<file path="src/rtl/pfs_pkg.sv">
package pfs_pkg;
    localparam int VCC_W  = 13;
    localparam int ADDR_W = 15;
    localparam int DATA_W = 8;

    typedef enum logic [1:0] {
        PS_SEALED  = 2'b00,
        PS_NORMAL  = 2'b01,
        PS_PROTECT = 2'b10,
        PS_BACKUP  = 2'b11
    } pwr_state_t;

    typedef struct packed {
        logic [ADDR_W-1:0] addr;
        logic [DATA_W-1:0] data;
    } wr_beat_t;

    function automatic pwr_state_t next_pwr(
        input pwr_state_t       cur,
        input logic [VCC_W-1:0] v,
        input logic [VCC_W-1:0] resume_mv,
        input logic [VCC_W-1:0] protect_mv,
        input logic [VCC_W-1:0] switch_mv,
        input logic [VCC_W-1:0] seal_mv
    );
        pwr_state_t n;
        n = cur;
        unique case (cur)
            PS_SEALED:  if (v > seal_mv) n = (v > resume_mv) ? PS_NORMAL : PS_PROTECT;
            PS_NORMAL:  if (v < switch_mv) n = PS_BACKUP;
                        else if (v <= protect_mv) n = PS_PROTECT;
            PS_PROTECT: if (v < switch_mv) n = PS_BACKUP;
                        else if (v > resume_mv) n = PS_NORMAL;
            PS_BACKUP:  if (v > resume_mv) n = PS_NORMAL;
                        else if (v > switch_mv) n = PS_PROTECT;
            default:    n = PS_SEALED;
        endcase
        return n;
    endfunction
endpackage

</file>
<file path="src/rtl/pfs_power_fsm.sv">
module pfs_power_fsm
    import pfs_pkg::*;
#(
    parameter int RESUME_MV  = 4750,
    parameter int PROTECT_MV = 4500,
    parameter int SWITCH_MV  = 3000,
    parameter int SEAL_MV    = 4250
) (
    input  logic             clk,
    input  logic             rst,
    input  logic [VCC_W-1:0] vcc_mv,
    output pwr_state_t       state_q,
    output logic             ok_cur,
    output logic             ok_nxt
);
    localparam logic [VCC_W-1:0] RES_L = VCC_W'(RESUME_MV);
    localparam logic [VCC_W-1:0] PRO_L = VCC_W'(PROTECT_MV);
    localparam logic [VCC_W-1:0] SWI_L = VCC_W'(SWITCH_MV);
    localparam logic [VCC_W-1:0] SEA_L = VCC_W'(SEAL_MV);

    pwr_state_t state_d;

    always_comb begin
        state_d = next_pwr(state_q, vcc_mv, RES_L, PRO_L, SWI_L, SEA_L);
        ok_cur  = (state_q == PS_NORMAL);
        ok_nxt  = (state_d == PS_NORMAL);
    end

    always_ff @(posedge clk) begin
        if (rst) state_q <= PS_SEALED;
        else     state_q <= state_d;
    end

    // once unsealed, never sealed again
    a_r2_seal_sticky: assert property (@(posedge clk) disable iff (rst)
        (state_q != PS_SEALED) |=> (state_q != PS_SEALED));
    // low sample in normal forces exit from normal
    a_r4_protect_low: assert property (@(posedge clk) disable iff (rst)
        (state_q == PS_NORMAL && vcc_mv <= PRO_L) |=> (state_q != PS_NORMAL));
    // no entry to normal without a sample above resume
    a_r3_resume_gate: assert property (@(posedge clk) disable iff (rst)
        (state_q != PS_NORMAL && vcc_mv <= RES_L) |=> (state_q != PS_NORMAL));
    // backup held while supply remains below switch level
    a_r5_backup_hold: assert property (@(posedge clk) disable iff (rst)
        (state_q == PS_BACKUP && vcc_mv < SWI_L) |=> (state_q == PS_BACKUP));
endmodule

</file>
<file path="src/rtl/pfs_write_window.sv">
module pfs_write_window
    import pfs_pkg::*;
(
    input  logic              clk,
    input  logic              rst,
    input  logic              ok_cur,
    input  logic              ok_nxt,
    input  logic              ce_n,
    input  logic              we_n,
    input  logic [ADDR_W-1:0] addr,
    input  logic [DATA_W-1:0] wdata,
    output logic              wr_en,
    output wr_beat_t          beat
);
    logic open_q;
    logic win_now;

    assign win_now = !ce_n && !we_n;

    always_ff @(posedge clk) begin
        if (rst) begin
            open_q <= 1'b0;
            wr_en  <= 1'b0;
        end else begin
            wr_en <= 1'b0;
            if (!ok_cur || !ok_nxt) begin
                open_q <= 1'b0;
            end else if (win_now) begin
                open_q <= 1'b1;
            end else if (open_q) begin
                open_q <= 1'b0;
                wr_en  <= 1'b1;
            end
        end
    end

    always_ff @(posedge clk) begin
        if (rst) beat <= '0;
        else if (ok_cur && ok_nxt && win_now) beat <= '{addr: addr, data: wdata};
    end

    // a commit only ever appears while the state is normal
    a_r11_commit_normal: assert property (@(posedge clk) disable iff (rst)
        wr_en |-> ok_cur);
    // the write strobe lasts exactly one cycle
    a_r9_single_pulse: assert property (@(posedge clk) disable iff (rst)
        wr_en |=> !wr_en);
endmodule

</file>
<file path="src/rtl/pfs_supervisor.sv">
module pfs_supervisor
    import pfs_pkg::*;
#(
    parameter int RESUME_MV  = 4750,
    parameter int PROTECT_MV = 4500,
    parameter int SWITCH_MV  = 3000,
    parameter int SEAL_MV    = 4250
) (
    input  logic              clk,
    input  logic              rst,
    input  logic [12:0]       vcc_mv,
    input  logic              host_ce_n,
    input  logic              host_we_n,
    input  logic              host_oe_n,
    input  logic [14:0]       host_addr,
    input  logic [7:0]        host_wdata,
    output logic [7:0]        host_rdata,
    output logic              host_rdata_oe,
    output logic [14:0]       arr_addr,
    output logic [7:0]        arr_wdata,
    output logic              arr_wr_en,
    output logic              arr_rd_en,
    input  logic [7:0]        arr_rdata,
    output logic              bkup_sel,
    output logic              retain_ok,
    output logic [1:0]        pwr_state
);
    pwr_state_t st;
    logic       ok_cur, ok_nxt;
    wr_beat_t   beat;

    pfs_power_fsm #(
        .RESUME_MV(RESUME_MV), .PROTECT_MV(PROTECT_MV),
        .SWITCH_MV(SWITCH_MV), .SEAL_MV(SEAL_MV)
    ) u_fsm (
        .clk(clk), .rst(rst), .vcc_mv(vcc_mv),
        .state_q(st), .ok_cur(ok_cur), .ok_nxt(ok_nxt)
    );

    pfs_write_window u_win (
        .clk(clk), .rst(rst), .ok_cur(ok_cur), .ok_nxt(ok_nxt),
        .ce_n(host_ce_n), .we_n(host_we_n),
        .addr(host_addr), .wdata(host_wdata),
        .wr_en(arr_wr_en), .beat(beat)
    );

    always_comb begin
        arr_rd_en     = ok_cur && !host_ce_n && !host_oe_n && host_we_n;
        host_rdata_oe = arr_rd_en;
        host_rdata    = arr_rd_en ? arr_rdata : '0;
        arr_addr      = arr_wr_en ? beat.addr : host_addr;
        arr_wdata     = beat.data;
        bkup_sel      = (st == PS_BACKUP);
        retain_ok     = (st != PS_SEALED);
        pwr_state     = st;
    end

    // an active write strobe never coexists with driven read data
    a_r8_we_kills_oe: assert property (@(posedge clk) disable iff (rst)
        !host_we_n |-> !host_rdata_oe);
    // backup never selected while sealed
    a_r6_sealed_no_backup: assert property (@(posedge clk) disable iff (rst)
        bkup_sel |-> retain_ok);
    // reads only in normal state
    a_r11_read_normal: assert property (@(posedge clk) disable iff (rst)
        host_rdata_oe |-> (pwr_state == 2'b01));
endmodule

</file>
<file path="config.mk">
export PLATFORM = sky130hd
export DESIGN_NAME = pfs_supervisor
export DESIGN_NICKNAME = d
export VERILOG_FILES = /design/src/rtl/pfs_pkg.sv /design/src/rtl/pfs_power_fsm.sv /design/src/rtl/pfs_write_window.sv /design/src/rtl/pfs_supervisor.sv
export SDC_FILE = /design/constraint.sdc
export NUM_CORES = 1
export LEC_CHECK = 0
export CORE_ASPECT_RATIO = 0.6
export CORE_MARGIN = 2
export CORE_UTILIZATION = 41
export DETAILED_ROUTE_END_ITERATION = 6
export DONT_BUFFER_PORTS = 1
export MAX_ROUTING_LAYER = met4
export PLACE_DENSITY_LB_ADDON = 0.25
export REMOVE_ABC_BUFFERS = 1
export SLEW_MARGIN = 25
export SYNTH_ARGS = -nofsm -noshare
export SYNTH_HDL_FRONTEND = slang
export SYNTH_SLANG_ARGS = --single-unit
</file>
<file path="constraint.sdc">
create_clock -name clk -period 1.6 [get_ports clk]
set_clock_uncertainty 0.15 [all_clocks]
set_input_delay 0.16 -clock clk [delete_from_list [all_inputs] [get_ports clk]]
set_output_delay 0.16 -clock clk [all_outputs]
set_load 0.02 [all_outputs]
</file>
* Yosys cells after proc, flatten, opt, wreduce, memory -nomap -nowiden
Cells that the tools add are included.
** Cells by class
- Magnitude comparators :: 5
- Mux-type cells :: 13
- Equal/unequal tests :: 4
- Reductions and logical operators :: 16
** Operators with widths (number)
- > comparator 13 bit (second input constant) :: 2
- 2-to-1 mux 2 bit :: 8
- 2-to-1 mux 15 bit :: 1
- > comparator 13 x 12 -> 1 bit (second input constant) :: 1
- <= comparator 13 bit (second input constant) :: 1
- less-than comparator 13 x 12 -> 1 bit (second input constant) :: 1
- 2-to-1 mux 8 bit :: 1
- one-hot mux 2 bit (4 select lines) :: 1
- logical AND 1 bit :: 6
- zero test 1 bit :: 5
- equality test 2 x 1 -> 1 bit (second input constant) :: 2
- equality test 2 bit (second input constant) :: 2
- OR reduction 3 bit :: 1
- zero test 2 bit :: 1
- 2-to-1 mux 1 bit :: 2
- nonzero test 2 bit :: 1
- OR reduction 2 bit :: 1
- logical OR 1 bit :: 1
** Storage, ports and cells
- Bits in registers :: 27
- Output and inout port bits :: 38
- Bits of input ports :: 49
- Logic and storage cells :: 43

* Depth between registers and ports, before layout
Gate-level depths: netlist of the first run.
- Depth in word-level cells :: 8
- Depth in mapped cells :: 6
- Gate-level depth less buffers :: 5

* Modules after synthesis
Synthesis of the first run repeated with hierarchy kept, for this count alone.
** Unflattened totals
- Cell total of the unflattened synthesis :: 182
- Area total of the unflattened synthesis :: 1759.2 um^2
** By module, submodules not included
- pfs_write_window :: area each 1123.6 um^2, seq. area each 500.5 um^2, cells an instance 106, times used 1
- pfs_supervisor :: area each 325.3 um^2, seq. area each 0.0 um^2, cells an instance 30, times used 1
- pfs_power_fsm :: area each 310.3 um^2, seq. area each 40.0 um^2, cells an instance 46, times used 1

* Least setup slack after synthesis of the first run
No wires, ideal clock.
- Path type :: reg2out
- From :: register u_fsm.state_q[0]
- To :: output host_rdata[0]
- Setup slack :: -454 ps
- Cell stages (with the launch flop) :: 4
- Arrival :: 1744 ps
- Path through :: dfxtp_1 > or3b_4 > nor3b_2 > and2_1
** On the way
- Cells in the longest elaborated chain, start to end :: 5
** Ends and longest elaborated chain
- start, declared :: RTL line pfs_power_fsm.sv:12 : output pwr_state_t state_q,
- start signal, assigned :: RTL line pfs_power_fsm.sv:31 : else state_q <= state_d;
- equality test 2 x 1 -> 1 bit :: RTL line pfs_power_fsm.sv:25 : ok_cur = (state_q == PS_NORMAL);
- logical AND 1 bit (3 in series) :: RTL line pfs_supervisor.sv:48 : arr_rd_en = ok_cur && !host_ce_n && !host_oe_n && host_we_n;
- named net arr_rd_en :: RTL line pfs_supervisor.sv:22 : output logic arr_rd_en,
- 2-to-1 mux 8 bit :: RTL line pfs_supervisor.sv:50 : host_rdata = arr_rd_en ? arr_rdata : '0;
- end, declared :: RTL line pfs_supervisor.sv:17 : output logic [7:0] host_rdata,
The timed path passes the listed nets, and every way through them passes these cells.

* Final worst setup path of the first run
- From :: register u_fsm.state_q[0]
- To :: output host_rdata[4]
** On the way
- Cells in the longest elaborated chain, start to end :: 5
** Ends and longest elaborated chain (RTL line)
- equality test 2 x 1 -> 1 bit :: pfs_power_fsm.sv:25
- logical AND 1 bit (3 in series) :: pfs_supervisor.sv:48
- 2-to-1 mux 8 bit :: pfs_supervisor.sv:50
Every way passes these cells.

==> impl_metrics.toml, run 1 <==
[run_status]
status = "finished, violations left"
violations = "setup timing"

[clocking]
cts_tree = "done"
insertion_delay_ps = 260
ctsLongestPathBuffers = 2
cts-root-buf = "clkbuf_8"
htreeDepth = 1
path_clk_slew_ps = 90
cts_sinks = 27
cts_buffers = 3

[final_layout]
final_cells = 240
fin_area_um2 = 2041
fillers = 310
final_common_cell = "nor2_1"
mostFrequentLayoutCells = "27 x nor2_1, 26 x dfxtp_1, 25 x dlygate4sd3_1"
diodes = 0
syn2layout_area_growth_pct = 30.58
drive_gt1_frac = 0.2694
layout.nets = 243

[critical_path]
reg2reg_depth = 6
crit_required_ps = 1290
start_kind = "register"
worst-setup-path-type = "register to output port"
timing.rr.end = "u_win.beat[5]"
reg2reg_from = "u_fsm.state_q[0]"
critPathBufInv = 1
crit_chain = "or3b_4 -> nor3b_2 -> buf_2 -> and2_4"
worst_path_max_delay_cell = "or3b_4"
r2r_slack_ps = -180
endpoint_kind = "output port"
path_delay_family = "simple AND/OR/NAND/NOR gates"
cpPeakStageDelay_ps = 400
arrival_ps = 1550
critPathMaxFanout = 4

[die]
floorplan.die.height_um = 51.82
rows = 17
io_pins = 87
fp.dieW_um = 83.71
die-area_um2 = 4338
core_area_um2 = 3659
initial_utilization = 0.4272

[grt]
grt_max_degree = 27
grt_pass1_wl_um = 6279
grt_overflow = 0
grtUsageTotal = 0.1909
grt_pass1_vias = 1293
grt_antenna_before_repair = 0

[yosys]
synthSimpleGateAreaFrac = 0.2386
ys_seq_area_frac = 0.3459
syn_area_um2 = 1563
synthAdderAreaFrac = 0
syn_avg_cell_area_um2 = 9.414
synth_top_family_by_area = "multiplexers"
synth_cells = 166
synth-seq-cells = 27
synth_xor_area_frac = 0
synth_cell_types = 40
muxShareOfSynthArea = 0.2554
synth_warnings = 0
synth-compound-area-share = 0.08086

[sta]
finalMaxSlewViolations = 0
period_minus_slack_ps = 1859
rsz0062_at_grt = "yes"
setup_viol = 33
worst_slack_ps = -259.0
worst_slew_pin_slew_ps = 1027
fmax_ghz = 0.5379
finalHoldViolCount = 0
slew_headroom = 0.3157
min_period_over_period = 1.162

[route]
drc = 0
drt-vias-per-instance = 5.788
dr_total_vias = 1389
totalWireLength_um = 4018
final_antenna_net_count = 0
dr.pass1.iters = 4
wl_per_cell_um = 16.74
drtIter0Drc = 46

[power]
clkPwrFrac = 0.274
p_int_mw = 1.006
pwr-share-seq = 0.514
p_sw_uw = 352.0
switching_share = 0.2593
power_frac_comb = 0.212
ir_worst_vdd_v = 0.0004190
p_leak_nw = 0.9220
powerDensity_nw_per_um2 = 665.2
power_mw = 1.358

[job]
cap_violations = 0

[placement]
post-dp-hpwl_um = 2555
place_ws_ps = -34.90
gp_congestion = 0.8861
dp.cells = 205
postPlaceCellArea_um2 = 1585
portBuffers = 0

[worst_hold_path]
holdPathEnd = "u_fsm.state_q[0]"
min_from = "rst"
hold_path_depth = 3
hp-class = "primary input to register"
## per-layer routing
| metal | part of all wire | routed length (um) | vias to the layer above | GRT usage |
|---|---|---|---|---|
| met5 | 0 | 0 | - | - |
| met2 | 0.48 | 1928 | 75 | 0.3280 |
| met1 | 0.42 | 1691 | 673 | 0.2379 |
| li1 | - | - | 637 | - |
| met3 | 0.093 | 373 | 4 | 0.05079 |
| met4 | 0.0060 | 24 | 0 | 0.02151 |
## final cells by class
| class | count | area (um^2) | share of cell area |
|---|---|---|---|
| sequential | 27 | 541.8 | 0.2655 |
| multi-input combinational | 119 | 942.2 | 0.4617 |
| timing repair buffer | 39 | 437.9 | 0.2146 |
| inverter | 4 | 15.01 | 0.007357 |
| tap | 47 | 58.81 | 0.02882 |
| clock buffer | 4 | 45.04 | 0.02207 |
## through the flow
| stage | TNS (ps) | utilization | hold WS (ps) |
|---|---|---|---|
| finish | -5659 | 0.5578 | 14.60 |
| global route | -8271 | 0.5578 | 53.75 |
| CTS | -6086 | 0.5530 | 18.01 |
| detailed placement | -349.7 | 0.4333 | 87.34 |
| global placement | -57.14 | 0.4333 | 84.52 |
| floorplan | -11480 | - | 82.38 |
## state kept, by name, indices dropped and copies added (netlist names)
register and count:
u_win.open_q 1, u_win.beat 23, u_fsm.state_q 2, u_win.wr_en 1
## how the worst max path moves through the flow
stage,slack (ps),end,depth (start not counted),start
after CTS,-260,host_rdata[3],4,u_fsm.state_q[0]
after detailed placement,-30,u_fsm.state_q[1],6,u_fsm.state_q[0]
after global routing,-340,host_rdata[3],4,u_fsm.state_q[0]
after global placement,-60,u_fsm.state_q[1],6,u_fsm.state_q[0]
after floorplan,-660,host_rdata[0],3,u_fsm.state_q[0]
final,-260,host_rdata[4],4,u_fsm.state_q[0]
## power by group through the flow
stage | Sequential [mW] | Clock (mW) | Combinational [mW]
after global routing | 0.701 | 0.412 | 0.308
final | 0.698 | 0.372 | 0.288
after detailed placement | 0.714 | 0 | 0.196
after CTS | 0.698 | 0.386 | 0.281
after floorplan | 0.724 | 0 | 0.146
after global placement | 0.711 | 0 | 0.195
## cell usage after synthesis (all sizes together)
master / instances / area [um^2]
nor2: 29 / 116.4
dfxtp: 27 / 540.5
mux2i: 23 / 230.2
mux2: 15 / 168.9
and2: 11 / 68.82
buf: 11 / 90.08
clkbuf: 5 / 18.77
inv: 4 / 15.01
nand3: 4 / 32.53
nand2b: 3 / 18.77
nor3b: 3 / 27.52
o21ai: 3 / 15.01
a21oi: 2 / 10.01
a31oi: 2 / 12.51
nand4: 2 / 12.51
nor3: 2 / 15.01
nor4b: 2 / 17.52
o211ai: 2 / 15.01
a211oi: 1 / 7.510
a21bo: 1 / 10.01
a221oi: 1 / 8.760
a311oi: 1 / 8.760
a31o: 1 / 8.760
a41o: 1 / 10.01
and4: 1 / 8.760
and4b: 1 / 10.01
nand2: 1 / 3.750
nand3b: 1 / 7.510
nor4: 1 / 6.260
nor4bb: 1 / 10.01
o2111a: 1 / 11.26
o32ai: 1 / 8.760
or2: 1 / 6.260
or3b: 1 / 11.26
## kinds of logic after synthesis
logic type             count (synthesis)
AND/OR/NAND/NOR                       64
flip-flops                            27
buffers and inverters                 20
multiplexers                          38
AO/OA/AOI/OAI                         17
## worst min-delay path, delay by kind of cell
| kind | cells | cell delay, ps |
|---|---|---|
| compound gates | 1 | 20 |
| simple gates | 2 | 180 |
## repair_timing
action,in CTS,in global routing
pin swaps,10,1
hold buffers,26,0
gates cloned,4,0
endpoints found under the setup margin,29,43
setup buffers,1,0
endpoints found under the hold margin,26,0
gates resized for setup,22,7
No activity file was read; power rests on OpenSTA's default activity.
==> run 2: changes to the inputs <==
Settings changed: CORE_UTILIZATION 41 to 30, GPL_TIMING_DRIVEN set to 0.
==> run 2 against run 1 <==
Effect of this change:
- the run still ends with setup timing left
- non-clock buffer count decreased by 1
- combinational power down 4%
- first-iteration DRC count increased by 83%
- critical path depth shrank 1
- core utilization is 14 points lower
- via count fell by 2.2%
- sequential power up 3%
- fmax decreased by 18%
- global-route usage decreased by 5.2 points
- setup slack got worse by 420 ps
- critical path type unchanged
- largest power group unchanged
==> impl_metrics.toml, run 2 (same netlist as run 1, synthesis figures left out) <==
[sta]
finalMaxSlewViolations = 0
tns_ps = -18390
worst_slew_pin_slew_ps = 1008
fmax_ghz = 0.4396
period_minus_slack_ps = 2275
slew_headroom = 0.3248
min_period_over_period = 1.422
setup_viol = 34
rsz0062_at_grt = "yes"
holdWs_ps = 47.04
worst_slack_ps = -674.7
finalHoldViolCount = 0

[final_layout]
final_common_cell = "dlygate4sd3_1"
mostFrequentLayoutCells = "31 x dlygate4sd3_1, 27 x nor2_1, 24 x dfxtp_1"
layout.nets = 246
syn2layout_area_growth_pct = 32.91
largest-register = "u_win.beat"
largest_reg_flops = 23
top_regs = "u_win.beat (23), u_fsm.state_q (2)"
diodes = 0
drive_gt1_frac = 0.2500

[placement]
post-dp-hpwl_um = 2500
gp_congestion = 0.9061
portBuffers = 0
place_ws_ps = -863.9

[grt]
grtUsageTotal = 0.1388
grt_antenna_before_repair = 0
grt_pass1_vias = 1354
grt_overflow = 0
grt_pass1_wl_um = 6320
grt_max_degree = 30

[run_status]
status = "finished, violations left"
violations = "setup timing"

[die]
fp.dieW_um = 97.18
rows = 20
initial_utilization = 0.3107
io_pins = 87
die-area_um2 = 5821
core_area_um2 = 5030
floorplan.die.height_um = 59.91

[route]
dr_total_vias = 1359
totalWireLength_um = 4284
dr.pass1.iters = 4
drt-vias-per-instance = 5.187
drtIter0Drc = 84
drc = 0
final_antenna_net_count = 0
wl_per_cell_um = 16.35

[critical_path]
arrival_ps = 1960
endpoint_kind = "output port"
worst-setup-path-type = "register to output port"
critPathMaxFanout = 7
start_kind = "register"
crit_required_ps = 1290
r2r_slack_ps = -600

[job]
cap_violations = 0

[clocking]
cts-root-buf = "clkbuf_8"
path_clk_slew_ps = 80
htreeDepth = 1
cts_tree = "done"
cts_buffers = 3
ctsLongestPathBuffers = 2
insertion_delay_ps = 260
cts_sinks = 27

[worst_hold_path]
hp-class = "primary input to register"

[power]
ir_worst_vdd_v = 0.0003770
powerDensity_nw_per_um2 = 656.5
p_leak_nw = 0.8971
run 2: stage by stage:
stage / power [mW] / std cells / cell area, um^2 / utilization
2_1_floorplan: 0.8695 / 150 / 1454 / -
3_3_place_gp: 0.8910 / 216 / 1536 / 0.3055
3_5_place_dp: 0.8935 / 216 / 1536 / 0.3055
4_1_cts: 1.375 / 261 / 2054 / 0.4085
5_1_grt: 1.429 / 262 / 2077 / 0.4129
6_report: 1.363 / 262 / 2077 / 0.4129
run 2: critical path: stages (launching register included):
cell and delay [ps]:
dfxtp_2 400, or3b_4 440, nor3b_4 550, and2_4 310
run 2: repair_timing:
item,CTS,global route
cloned,3,1
buffers inserted,6,2
pin swaps,7,3
setup endpoints to repair,50,35
resized for setup,30,5
hold endpoints to repair,27,0
hold buffers,32,0
run 2: routing by layer:
| layer | wire length (um) | global-route usage | share of wire | vias up |
|---|---|---|---|---|
| met4 | 19 | 0.01811 | 0.0044 | 0 |
| met1 | 1807 | 0.1647 | 0.42 | 650 |
| met2 | 2160 | 0.2510 | 0.50 | 58 |
| met3 | 296 | 0.03392 | 0.069 | 2 |
| li1 | - | - | - | 649 |
| met5 | 0 | - | 0 | - |
run 2: power breakdown:
group	internal, mW	leakage (nW)	switching [mW]
clock network	0.178	0.0228	0.194
registers	0.686	0.220	0.0292
logic	0.138	0.654	0.138
run 2: worst paths after layout:
check	end	cells after the start	startpoint
worst min-delay path	u_fsm.state_q[0]	3	vcc_mv[10]
worst max register to register	u_win.beat[20]	8	u_fsm.state_q[1]
worst max-delay path	host_rdata[3]	3	u_fsm.state_q[1]
worst min register to register	u_win.wr_en	1	u_win.open_q
run 2: final cells by class:
cell class / count / area (um^2)
repair buffers: 38 / 375.4
multi-input cells: 123 / 1010
fillers: 466 / 2953
well taps: 66 / 82.58
clock buffers: 4 / 45.04
inverters: 4 / 15.01
flip-flops and latches: 27 / 549.3
